`src/rtl/sdram_mon_pkg.sv`:
```
package sdram_mon_pkg;

    localparam int BS_W = 2;
    localparam int NB   = 1 << BS_W;

    typedef enum logic [3:0] {
        CMD_MRS, CMD_REF, CMD_PRE, CMD_ACT,
        CMD_WR,  CMD_RD,  CMD_BST, CMD_NOP, CMD_DESEL
    } cmd_e;

    typedef enum logic [2:0] {
        BK_IDLE    = 3'd0,
        BK_ACTIVE  = 3'd1,
        BK_WREC    = 3'd2,
        BK_WREC_AP = 3'd3,
        BK_PRECH   = 3'd4,
        BK_REFR    = 3'd5,
        BK_MODE    = 3'd6,
        BK_SELF    = 3'd7
    } bank_st_e;

    typedef enum logic [2:0] {
        V_NONE         = 3'd0,
        V_NOT_ALL_IDLE = 3'd1,
        V_BANK_BUSY    = 3'd2,
        V_NO_ROW       = 3'd3,
        V_RCD          = 3'd4,
        V_RRD          = 3'd5,
        V_RECOVERY     = 3'd6,
        V_MODE_BUSY    = 3'd7
    } viol_e;

    typedef struct packed {
        cmd_e            op;
        logic [BS_W-1:0] bank;
        logic            auto_pre;
        logic            cke;
    } cmd_t;

endpackage

```
`src/rtl/sdram_cmd_decode.sv`:
```
module sdram_cmd_decode
    import sdram_mon_pkg::*;
#(
    parameter int ADDR_W = 12,
    parameter int AP_BIT = 10
) (
    input  logic              cke,
    input  logic              cs_n,
    input  logic              ras_n,
    input  logic              cas_n,
    input  logic              we_n,
    input  logic [BS_W-1:0]   bs,
    input  logic [ADDR_W-1:0] addr,
    output cmd_t              cmd
);

    // only the auto-close bit matters to the bank model
    logic unused_addr_bits;
    assign unused_addr_bits = ^{addr[ADDR_W-1:AP_BIT+1], addr[AP_BIT-1:0]};

    always_comb begin
        cmd.bank     = bs;
        cmd.auto_pre = addr[AP_BIT];
        cmd.cke      = cke;
        if (cs_n) begin
            cmd.op = CMD_DESEL;
        end else begin
            unique case ({ras_n, cas_n, we_n})
                3'b000:  cmd.op = CMD_MRS;
                3'b001:  cmd.op = CMD_REF;
                3'b010:  cmd.op = CMD_PRE;
                3'b011:  cmd.op = CMD_ACT;
                3'b100:  cmd.op = CMD_WR;
                3'b101:  cmd.op = CMD_RD;
                3'b110:  cmd.op = CMD_BST;
                default: cmd.op = CMD_NOP;
            endcase
        end
    end

endmodule

```
`src/rtl/sdram_rule_check.sv`:
```
module sdram_rule_check
    import sdram_mon_pkg::*;
(
    input  cmd_e                 op,
    input  logic [BS_W-1:0]      bank,
    input  logic [NB-1:0][2:0]   bank_st,
    input  logic [NB-1:0]        rcd_busy,
    input  logic                 rrd_busy,
    output logic                 all_idle_o,
    output viol_e                code_o
);

    bank_st_e tgt;
    logic     any_mode;

    always_comb begin
        all_idle_o = 1'b1;
        any_mode   = 1'b0;
        for (int b = 0; b < NB; b++) begin
            if (bank_st[b] != BK_IDLE) all_idle_o = 1'b0;
            if (bank_st[b] == BK_MODE) any_mode   = 1'b1;
        end
        tgt = bank_st_e'(bank_st[bank]);
    end

    always_comb begin
        code_o = V_NONE;
        unique case (op)
            CMD_MRS, CMD_REF: begin
                if (!all_idle_o) code_o = V_NOT_ALL_IDLE;
            end
            CMD_ACT: begin
                if (tgt != BK_IDLE)  code_o = V_BANK_BUSY;
                else if (rrd_busy)   code_o = V_RRD;
            end
            CMD_RD, CMD_WR: begin
                unique case (tgt)
                    BK_ACTIVE, BK_WREC: if (rcd_busy[bank]) code_o = V_RCD;
                    BK_WREC_AP:         code_o = V_RECOVERY;
                    default:            code_o = V_NO_ROW;
                endcase
            end
            CMD_PRE: begin
                unique case (tgt)
                    BK_WREC, BK_WREC_AP: code_o = V_RECOVERY;
                    BK_REFR, BK_MODE:    code_o = V_BANK_BUSY;
                    default:             code_o = V_NONE;
                endcase
            end
            CMD_BST: begin
                if (any_mode) code_o = V_MODE_BUSY;
            end
            default: code_o = V_NONE;
        endcase
    end

endmodule

```
`src/rtl/sdram_bank_tracker.sv`:
```
module sdram_bank_tracker
    import sdram_mon_pkg::*;
#(
    parameter int TRCD  = 3,
    parameter int TDPL  = 2,
    parameter int TRP   = 3,
    parameter int TRC   = 7,
    parameter int TMRD  = 2,
    parameter int CNT_W = 4
) (
    input  logic     clk,
    input  logic     rst_n,
    input  cmd_e     op,
    input  logic     auto_pre,
    input  logic     cke,
    input  logic     hit,
    input  logic     accept,
    output bank_st_e state_o,
    output logic     rcd_busy_o
);

    localparam logic [CNT_W-1:0] LD_TRCD  = CNT_W'(TRCD - 1);
    localparam logic [CNT_W-1:0] LD_TDPL  = CNT_W'(TDPL - 1);
    localparam logic [CNT_W-1:0] LD_TRP   = CNT_W'(TRP - 1);
    localparam logic [CNT_W-1:0] LD_TRP_C = CNT_W'(TRP);
    localparam logic [CNT_W-1:0] LD_TRC   = CNT_W'(TRC - 1);
    localparam logic [CNT_W-1:0] LD_TMRD  = CNT_W'(TMRD - 1);
    localparam logic [CNT_W-1:0] ONE      = CNT_W'(1);

    typedef struct packed {
        bank_st_e         st;
        logic [CNT_W-1:0] cnt;
        logic [CNT_W-1:0] rcd;
    } trk_t;

    trk_t trk_d, trk_q;
    logic last_tick;

    assign last_tick = (trk_q.cnt <= ONE);

    always_comb begin
        trk_d = trk_q;
        if (trk_q.rcd != '0) trk_d.rcd = trk_q.rcd - 1'b1;

        // interval countdown of the timed states
        unique case (trk_q.st)
            BK_WREC: begin
                if (last_tick) begin
                    trk_d.st  = BK_ACTIVE;
                    trk_d.cnt = '0;
                end else trk_d.cnt = trk_q.cnt - 1'b1;
            end
            BK_WREC_AP: begin
                if (last_tick) begin
                    trk_d.st  = BK_PRECH;
                    trk_d.cnt = LD_TRP_C;
                end else trk_d.cnt = trk_q.cnt - 1'b1;
            end
            BK_PRECH, BK_REFR, BK_MODE: begin
                if (last_tick) begin
                    trk_d.st  = BK_IDLE;
                    trk_d.cnt = '0;
                end else trk_d.cnt = trk_q.cnt - 1'b1;
            end
            BK_SELF: begin
                if (cke) begin
                    trk_d.st  = BK_REFR;
                    trk_d.cnt = LD_TRC;
                end
            end
            default: ;
        endcase

        // accepted commands override the countdown
        if (accept) begin
            unique case (op)
                CMD_MRS: begin
                    trk_d.st  = BK_MODE;
                    trk_d.cnt = LD_TMRD;
                end
                CMD_REF: begin
                    trk_d.st  = cke ? BK_REFR : BK_SELF;
                    trk_d.cnt = cke ? LD_TRC : '0;
                end
                CMD_ACT: if (hit) begin
                    trk_d.st  = BK_ACTIVE;
                    trk_d.cnt = '0;
                    trk_d.rcd = LD_TRCD;
                end
                CMD_WR: if (hit) begin
                    trk_d.st  = auto_pre ? BK_WREC_AP : BK_WREC;
                    trk_d.cnt = LD_TDPL;
                end
                CMD_RD: if (hit) begin
                    trk_d.st  = auto_pre ? BK_PRECH : BK_ACTIVE;
                    trk_d.cnt = auto_pre ? LD_TRP : '0;
                end
                CMD_PRE: if (hit && trk_q.st == BK_ACTIVE) begin
                    trk_d.st  = BK_PRECH;
                    trk_d.cnt = LD_TRP;
                end
                default: ;
            endcase
        end
    end

    always_ff @(posedge clk) begin
        if (!rst_n) begin
            trk_q.st  <= BK_IDLE;
            trk_q.cnt <= '0;
            trk_q.rcd <= '0;
        end else begin
            trk_q <= trk_d;
        end
    end

    assign state_o    = trk_q.st;
    assign rcd_busy_o = (trk_q.rcd != '0);

    AST_MODE_EXIT_IDLE: assert property (@(posedge clk) disable iff (!rst_n)
        trk_q.st == BK_MODE |=> (trk_q.st == BK_MODE || trk_q.st == BK_IDLE));
    AST_REFR_EXIT_IDLE: assert property (@(posedge clk) disable iff (!rst_n)
        trk_q.st == BK_REFR |=> (trk_q.st == BK_REFR || trk_q.st == BK_IDLE));
    AST_SELF_HOLD: assert property (@(posedge clk) disable iff (!rst_n)
        (trk_q.st == BK_SELF && !cke) |=> trk_q.st == BK_SELF);
    AST_WREC_PRE_BLOCKED: assert property (@(posedge clk) disable iff (!rst_n)
        (trk_q.st == BK_WREC && hit && op == CMD_PRE)
        |=> (trk_q.st == BK_WREC || trk_q.st == BK_ACTIVE));
    AST_AP_NO_REOPEN: assert property (@(posedge clk) disable iff (!rst_n)
        trk_q.st == BK_WREC_AP |=> (trk_q.st == BK_WREC_AP || trk_q.st == BK_PRECH));

endmodule

```
`src/rtl/sdram_cmd_monitor.sv`:
```
module sdram_cmd_monitor
    import sdram_mon_pkg::*;
#(
    parameter int ADDR_W = 12,
    parameter int AP_BIT = 10,
    parameter int TRCD   = 3,
    parameter int TRRD   = 2,
    parameter int TDPL   = 2,
    parameter int TRP    = 3,
    parameter int TRC    = 7,
    parameter int TMRD   = 2
) (
    input  logic              clk,
    input  logic              rst_n,
    input  logic              cke_i,
    input  logic              cs_n_i,
    input  logic              ras_n_i,
    input  logic              cas_n_i,
    input  logic              we_n_i,
    input  logic [BS_W-1:0]   bs_i,
    input  logic [ADDR_W-1:0] addr_i,
    output logic              illegal_o,
    output logic [2:0]        viol_code_o,
    output logic [3*NB-1:0]   bank_state_o
);

    localparam int MAX_A = (TRCD > TDPL) ? TRCD : TDPL;
    localparam int MAX_B = (TRP  > TRC ) ? TRP  : TRC;
    localparam int MAX_C = (TMRD > TRRD) ? TMRD : TRRD;
    localparam int MAX_AB = (MAX_A > MAX_B) ? MAX_A : MAX_B;
    localparam int MAXT  = (MAX_AB > MAX_C) ? MAX_AB : MAX_C;
    localparam int CNT_W = $clog2(MAXT + 1);
    localparam logic [CNT_W-1:0] LD_TRRD = CNT_W'(TRRD - 1);

    typedef struct packed {
        logic             illegal;
        viol_e            code;
        logic [CNT_W-1:0] rrd;
    } top_t;

    cmd_t               cmd;
    bank_st_e           st_arr [NB];
    logic [NB-1:0][2:0] st_vec;
    logic [NB-1:0]      rcd_busy;
    logic               all_idle;
    logic               any_self;
    logic               accept;
    viol_e              code;
    top_t               top_d, top_q;

    sdram_cmd_decode #(
        .ADDR_W (ADDR_W),
        .AP_BIT (AP_BIT)
    ) u_decode (
        .cke   (cke_i),
        .cs_n  (cs_n_i),
        .ras_n (ras_n_i),
        .cas_n (cas_n_i),
        .we_n  (we_n_i),
        .bs    (bs_i),
        .addr  (addr_i),
        .cmd   (cmd)
    );

    for (genvar b = 0; b < NB; b++) begin : g_bank
        sdram_bank_tracker #(
            .TRCD  (TRCD),
            .TDPL  (TDPL),
            .TRP   (TRP),
            .TRC   (TRC),
            .TMRD  (TMRD),
            .CNT_W (CNT_W)
        ) u_trk (
            .clk        (clk),
            .rst_n      (rst_n),
            .op         (cmd.op),
            .auto_pre   (cmd.auto_pre),
            .cke        (cmd.cke),
            .hit        (cmd.bank == BS_W'(b)),
            .accept     (accept),
            .state_o    (st_arr[b]),
            .rcd_busy_o (rcd_busy[b])
        );
        assign st_vec[b]            = st_arr[b];
        assign bank_state_o[3*b +: 3] = st_arr[b];
    end

    sdram_rule_check u_rules (
        .op         (cmd.op),
        .bank       (cmd.bank),
        .bank_st    (st_vec),
        .rcd_busy   (rcd_busy),
        .rrd_busy   (top_q.rrd != '0),
        .all_idle_o (all_idle),
        .code_o     (code)
    );

    always_comb begin
        any_self = 1'b0;
        for (int b = 0; b < NB; b++) begin
            if (st_vec[b] == BK_SELF) any_self = 1'b1;
        end
    end

    assign accept = !any_self && (code == V_NONE);

    always_comb begin
        top_d = top_q;
        if (top_q.rrd != '0) top_d.rrd = top_q.rrd - 1'b1;
        if (accept && cmd.op == CMD_ACT) top_d.rrd = LD_TRRD;
        top_d.code    = any_self ? V_NONE : code;
        top_d.illegal = !any_self && (code != V_NONE);
    end

    always_ff @(posedge clk) begin
        if (!rst_n) begin
            top_q.illegal <= 1'b0;
            top_q.code    <= V_NONE;
            top_q.rrd     <= '0;
        end else begin
            top_q <= top_d;
        end
    end

    assign illegal_o   = top_q.illegal;
    assign viol_code_o = top_q.code;

    AST_FLAG_HAS_CODE: assert property (@(posedge clk) disable iff (!rst_n)
        illegal_o |-> viol_code_o != 3'd0);
    AST_GLOBAL_NEEDS_IDLE: assert property (@(posedge clk) disable iff (!rst_n)
        ((cmd.op == CMD_MRS || cmd.op == CMD_REF) && !any_self && !all_idle)
        |=> (illegal_o && viol_code_o == 3'd1));
    AST_SELF_SILENT: assert property (@(posedge clk) disable iff (!rst_n)
        any_self |=> !illegal_o);
    AST_NOP_SILENT: assert property (@(posedge clk) disable iff (!rst_n)
        (cmd.op == CMD_NOP || cmd.op == CMD_DESEL) |=> !illegal_o);

endmodule

```
`config.mk`:
```
export PLATFORM = sky130hd
export DESIGN_NAME = sdram_cmd_monitor
export DESIGN_NICKNAME = d
export VERILOG_FILES = /design/src/rtl/sdram_mon_pkg.sv /design/src/rtl/sdram_cmd_decode.sv /design/src/rtl/sdram_rule_check.sv /design/src/rtl/sdram_bank_tracker.sv /design/src/rtl/sdram_cmd_monitor.sv
export SDC_FILE = /design/constraint.sdc
export NUM_CORES = 1
export LEC_CHECK = 0
export ABC_AREA = 1
export ABC_CLOCK_PERIOD_IN_PS = 3600
export BUFFER_PORTS_ARGS = -buffer_cell sky130_fd_sc_hd__buf_2
export CAP_MARGIN = 15
export CELL_PAD_IN_SITES_DETAIL_PLACEMENT = 1
export CELL_PAD_IN_SITES_GLOBAL_PLACEMENT = 2
export CORE_ASPECT_RATIO = 0.5
export CORE_MARGIN = 4
export CORE_UTILIZATION = 33
export DETAILED_ROUTE_END_ITERATION = 6
export PLACE_DENSITY = 0.87
export SETUP_SLACK_MARGIN = 0.2
export SYNTH_ARGS = -nofsm -noshare
export SYNTH_HDL_FRONTEND = slang
export SYNTH_HIERARCHICAL = 1
export SYNTH_SLANG_ARGS = --single-unit
export TNS_END_PERCENT = 20
```
`constraint.sdc`:
```
create_clock -name clk -period 3.6 [get_ports clk]
set_input_delay 0 -clock clk [delete_from_list [all_inputs] [get_ports clk]]
set_output_delay 0 -clock clk [all_outputs]
set_load 0.01 [all_outputs]
```
# Word level (Yosys, flattened, before mapping)
# Index checks and enable logic that the tools add are counted.
[classes] magnitude_cmp=5 mux=93 bitwise=1 n_addsub=9 n_eq_ne=48 n_reduce_logical=35
[op_table] op="case mux 6 bit (6 select lines)" count=4
[op_table] op="2-to-1 mux 3 bit" count=35
[op_table] op="2-to-1 mux 6 bit" count=16
[op_table] op="case mux 6 bit (4 select lines)" count=4
[op_table] op="2-to-1 mux 9 bit" count=8
[op_table] op="== test 3 bit, second input constant" count=21
[op_table] op="== test 3 x 2 -> 1 bit, second input constant" count=12
[op_table] op="nonzero test 3 bit" count=11
[op_table] op="subtractor 3 x 1 -> 3 bit, second input constant" count=9
[op_table] op="case mux 3 bit (7 select lines)" count=1
[op_table] op="== test 3 x 1 -> 1 bit, second input constant" count=6
[op_table] op="2-to-1 mux 1 bit" count=17
[op_table] op="case mux 3 bit (5 select lines)" count=1
[op_table] op="OR reduction 2 bit" count=7
[op_table] op="== test 4 x 3 -> 1 bit, second input constant" count=3
[op_table] op="<= comparator 3 x 1 -> 1 bit, second input constant" count=4
[op_table] op="case mux 3 bit (2 select lines)" count=2
[op_table] op="OR reduction 3 bit" count=4
[op_table] op="== test 4 x 2 -> 1 bit, second input constant" count=2
[op_table] op="logical AND 1 bit" count=7
[op_table] op="binary-select mux 3 bit (select 2 bit)" count=1
[op_table] op="logical NOT 3 bit" count=2
[op_table] op="== test 2 bit, second input constant" count=2
[op_table] op="== test 4 x 1 -> 1 bit, second input constant" count=1
[op_table] op="10 further kinds" count=11
[totals] wordCells=207 inputBits=21 register_bits=43 output_inout_bits=16

# Depth between registers and ports, before layout
[depth] depth_word=11 mapped_depth=20 ltp_nobuf=19

# Modules after synthesis
# The synthesis kept the hierarchy.
[modules_own_cells] module="sdram_bank_tracker (g_bank[0].u_trk ...)" seq_area_each_um2=180.2 n_inst=3 area_each_um2=907.1 cells_each=149
[modules_own_cells] module="sdram_bank_tracker (g_bank[3].u_trk)" seq_area_each_um2=180.2 n_inst=1 area_each_um2=925.9 cells_each=158
[modules_own_cells] module="sdram_rule_check" seq_area_each_um2=0.0 n_inst=1 area_each_um2=450.4 cells_each=93
[modules_own_cells] module="sdram_cmd_monitor" seq_area_each_um2=140.1 n_inst=1 area_each_um2=410.4 cells_each=54
[modules_own_cells] module="sdram_cmd_decode" seq_area_each_um2=0.0 n_inst=1 area_each_um2=60.1 cells_each=11

# Worst setup path after synthesis
# OpenSTA, ideal clock, no wires.
[synth_timing] path_kind="in2reg" start="input port ras_n_i" end="register g_bank[0].u_trk/trk_q[3] (netlist bit)" path_buffers=0 setup_slack_ns=0.798 arrival_ns=2.689 setup_ns=0.113 required_ns=3.487 path_stages=15 path_cell_list="inv_1 > nor2_1 > nor2_1 > nand3_1 > nand3b_2 > nand2_1 > a21oi_2 > nand3_1 > nor3_4 > nor3b_2 > nand2_1 > inv_2 > o21ai_0 > o21ai_1 > nor2_1"
[synth_lines] item="start: declaration" line_no="sdram_cmd_monitor.sv:17" source="input logic ras_n_i,"
[synth_lines] item="end signal: assignment" line_no="sdram_bank_tracker.sv:113" source="trk_q <= trk_d;"
[synth_lines] item="end: declaration" line_no="sdram_bank_tracker.sv:36" source="trk_t trk_d, trk_q;"

# Final worst setup path
[layout_timing] start="register g_bank[3].u_trk.trk_q, in the netlist g_bank[3].u_trk/state_o[2]" end="register g_bank[2].u_trk/trk_q[3] (netlist bit)"
[layout_via] elab_chain_cells=9 elab_cells_between_ends=27 cone_classes="eq/ne (7); mux (12); reduce/logical (8)"
[layout_lines] item="start: declaration" line_no="sdram_bank_tracker.sv:36"
[layout_lines] item="start signal: assignment" line_no="sdram_bank_tracker.sv:113"
[layout_lines] item="binary-select mux 3 bit (select 2 bit)" line_no="sdram_rule_check.sv:23" source="tgt = bank_st_e'(bank_st[bank]);"
[layout_lines] item="2-to-1 mux 3 bit (not written as such)" line_no="sdram_rule_check.sv:23"
[layout_lines] item="== test 3 bit, or another cell as far along" line_no="sdram_rule_check.sv:44" source="unique case (tgt)"
[layout_lines] item="OR reduction 2 bit (on tied branches)" line_no="sdram_rule_check.sv:44, sdram_rule_check.sv:37"
[layout_lines] item="case mux 3 bit (2 select lines) (on tied branches)" line_no="sdram_rule_check.sv:44, sdram_rule_check.sv:37"
[layout_lines] item="case mux 3 bit (5 select lines) (*)" line_no="sdram_rule_check.sv:28" source="unique case (op)"
[layout_lines] item="via code[1]" line_no="sdram_cmd_monitor.sv:48" source="viol_e code;"
[layout_lines] item="logical NOT 3 bit (*)" line_no="sdram_cmd_monitor.sv:105" source="assign accept = !any_self && (code == V_NONE);"
[layout_lines] item="logical AND 1 bit (*)" line_no="sdram_cmd_monitor.sv:105"
[layout_lines] item="via accept" line_no="sdram_cmd_monitor.sv:47" source="logic accept;"
[layout_lines] item="2-to-1 mux 9 bit (*)" line_no="sdram_bank_tracker.sv:75" source="if (accept) begin"
[layout_lines] item="end signal: assignment" line_no="sdram_bank_tracker.sv:113"
[layout_lines] item="end: declaration" line_no="sdram_bank_tracker.sv:36"
# Mark *: on every way through the listed nets, which the timed path passes. The rest lies on a longest branch. The select of a mux whose other input is x is not followed.
# A chain may end at the register's enable or synchronous reset.

==> flow_metrics.tcl <==
set metrics [dict create \
    clkLatencyLatePin_ns 0.29 \
    rrSetupSlack_ns 0.65 \
    yosys_warnings 6 \
    hp-start "rst_n" \
    critical_path.max_fanout 10 \
    grt_pass1_vias 4705 \
    core_um2 13600 \
    antenna_left 0 \
    multi_input_area_um2 3080 \
    min_delay_path_depth 3 \
    status "completed" \
    ctsResizeCount 0 \
    port_buffers 25 \
    synth_common_cells "nand2_1 (227), inv_1 (86), nand3_1 (68)" \
    met2WireLength_mm 6.06 \
    clkTransAtPathRegs_ns 0.06 \
    gp_congestion 0.814 \
    tightest_slew_ns 0.493 \
    drv_cap 0 \
    final_cells 971 \
    met1_length_mm 6.63 \
    grt_max_degree 34 \
    final.min_clock_period_ns 2.95 \
    top_layer "met4" \
    worst_setup_path_end_kind "register" \
    synthTopCellsByArea "dfxtp_1 (19%), nand2_1 (19%), nand3_1 (7.5%)" \
    synthCells 763 \
    routed_wl_mm 13.0 \
    syn_avg_cell_area_um2 5.99 \
    synth_seq_cells 43 \
    grt_overflow_total 0 \
    leakage_nw 2.43 \
    async_flop_share_pct 0 \
    io_pins 37 \
    rsz0062_at_grt "false" \
    drive_gt1_share_pct 22.7 \
    clk_root_buffer_cell "clkbuf_16" \
    worstHoldPathType "in2reg" \
    r2r_cells 14 \
    syn_nets 798 \
    vdd_ir_drop_max_uv 150 \
    crit_path_top_delay_cell "dfxtp_1" \
    max_freq_ghz 0.339 \
    cp_common_cell "nand2_1" \
    synth_largest_area_cell "dfxtp_1" \
    die_area_um2 15900 \
    hold_end "top_q[0]" \
    regArea_um2 861 \
    rr_startpoint "g_bank[3].u_trk/state_o[2]" \
    cts.sinks 43 \
    numCtsBuffers 5 \
    p_total_mw 2.14 \
    crit_required_ns 3.79 \
    ys_types 36 \
    syn_to_final_growth_pct 8.96 \
    routedWlPerCell_um 13.4 \
    num_rows 30 \
    path_cells "nand2_1, nand3_1, nand2_2, nand3b_2, nand2_1, a21oi_2, nand3_1, nor3_4, nor3b_4, nand2_1, inv_2, o21ai_0, o21ai_1, nor2_1" \
    initial_utilization_pct 33.7 \
    wl_met3_um 243 \
    netlist_area_um2 4570 \
    dp_slack_ns 0.458 \
    ys.flop_type "dfxtp_1" \
    postCtsHoldBufs 0 \
    slew_violations 0 \
    die_y_um 91.2 \
    rr_endpoint "g_bank[2].u_trk/trk_q[3]" \
    via_count 4640 \
    slowest_delay_ns 0.59 \
    htreeDepth 2 \
    synth_edf_count 0 \
    slew-limit-headroom_pct 67.1 \
    fin_ws_ns 0.651 \
    filler_cell_count 1861 \
    dr.pass1.iters 4 \
    hold_violations 0 \
    die_x_um 174 \
    grt_first_pass_wirelength_mm 22.7 \
    place_inst 963 \
    postCtsSetupBuffers 0 \
    worstPathArrival_ns 3.14 \
    num-nets-final 813 \
    power_density_nw_per_um2 430 \
    synth-seq-area-share_pct 18.8 \
    grt_use_total_pct 16.9 \
    crit_type "reg2reg" \
    yosysMostFrequentCell "nand2_1" \
    vias_per_cell 4.78 \
    start_kind "register" \
    min_period_over_period_pct 81.9 \
    drt_iter0_drc 210 \
    antenna_found_initial 0 \
    cts_tree "done" \
    drc 0 \
    clockBufferDepth 2 \
    antenna_cells 0 \
    place_hpwl_mm 10.3 \
    yosysTopAreaCellShare_pct 18.8 \
    finalSetupViolations 0 \
    fin_skew_ns 0.00591 \
    tns_ns 0 \
]
-- sequential cells by signal (all words and copies together) (netlist names) --
signal and flops:
g_bank.u_trk/trk_q 24, g_bank.u_trk/state_o 12, top_q 3, viol_code_o 3, illegal_o 1
-- final cells by class --
type / count / share of cell area, %
Inverter: 121 / 9.23
Clock buffer: 8 / 3.14
Tap cell: 192 / 4.83
Sequential cell: 43 / 17.3
Multi-Input combinational cell: 575 / 61.9
Timing Repair Buffer: 32 / 3.57
-- placed cells by master, fill, tap and decap left out, types with 2 or more instances in the layout --
master / count
a21oi_1: 23
a21oi_2: 9
buf_2: 25
buf_4: 7
clkbuf_16: 5
clkbuf_8: 2
dfxtp_1: 43
ha_1: 14
inv_1: 86
inv_2: 33
nand2_1: 227
nand2_2: 28
nand2_4: 4
nand3_1: 68
nand3_2: 16
nand3b_1: 6
nand4_1: 12
nor2_1: 59
nor2_2: 23
nor2_4: 13
nor2_8: 3
nor3_1: 12
nor4_1: 4
o211ai_1: 4
o21a_1: 3
o21ai_0: 26
o21ai_1: 6
o21ai_2: 4
xor2_1: 5
-- how the worst max path moves through the flow --
stage                                     endpoint                  startpoint  cells past startpoint
final                     g_bank[2].u_trk/trk_q[3]  g_bank[3].u_trk/state_o[2]                     14
after detailed placement  g_bank[2].u_trk/trk_q[3]  g_bank[3].u_trk/state_o[2]                     14
after global placement    g_bank[0].u_trk/trk_q[3]  g_bank[2].u_trk/state_o[0]                     14
after floorplan           g_bank[0].u_trk/trk_q[3]                     ras_n_i                     15
after CTS                 g_bank[2].u_trk/trk_q[3]  g_bank[3].u_trk/state_o[2]                     14
after global routing      g_bank[2].u_trk/trk_q[3]  g_bank[3].u_trk/state_o[2]                     14
-- worst max-delay path, delay by kind of cell (launching register included) --
family	cells	cell delay [ns]
buf+inv	1	0.19
flops	1	0.59
simple gates	10	1.68
compound gates	3	0.37
-- per-layer routing --
layer / vias to the layer above / track usage (%)
li1: 2424 / -
met1: 2180 / 22.7
met2: 28 / 29.8
met3: 8 / 2.16
met4: 0 / 2.50
met5: - / 0
-- cell families (layout without fill, tap and decap cells) --
| family | count (synthesis) | count (layout) | share of synthesized area [%] |
|---|---|---|---|
| multiplexers | 1 | 1 | 0.219 |
| AO/OA/AOI/OAI | 75 | 75 | 9.67 |
| XOR/XNOR | 5 | 5 | 0.959 |
| AND/OR/NAND/NOR | 480 | 480 | 52.6 |
| buffers and inverters | 145 | 161 | 13.9 |
| adder cells (fa/ha/maj) | 14 | 14 | 3.83 |
| flip-flops | 43 | 43 | 18.8 |
-- report_power, final --
part / switching, mW / internal (mW)
clock: 0.197 / 0.296
sequential: 0.0982 / 0.580
combinational: 0.624 / 0.345
total: 0.919 / 1.22
-- metrics by stage --
step	area (um^2)	hold WS (ns)	util (%)
4_1_cts	4970	0.165	36.7
3_5_place_dp	4810	0.400	35.5
2_1_floorplan	4570	0.109	-
5_1_grt	4980	0.202	36.7
6_report	4980	0.163	36.7
3_3_place_gp	4810	0.400	35.5
No activity file was read; power rests on OpenSTA's default activity.
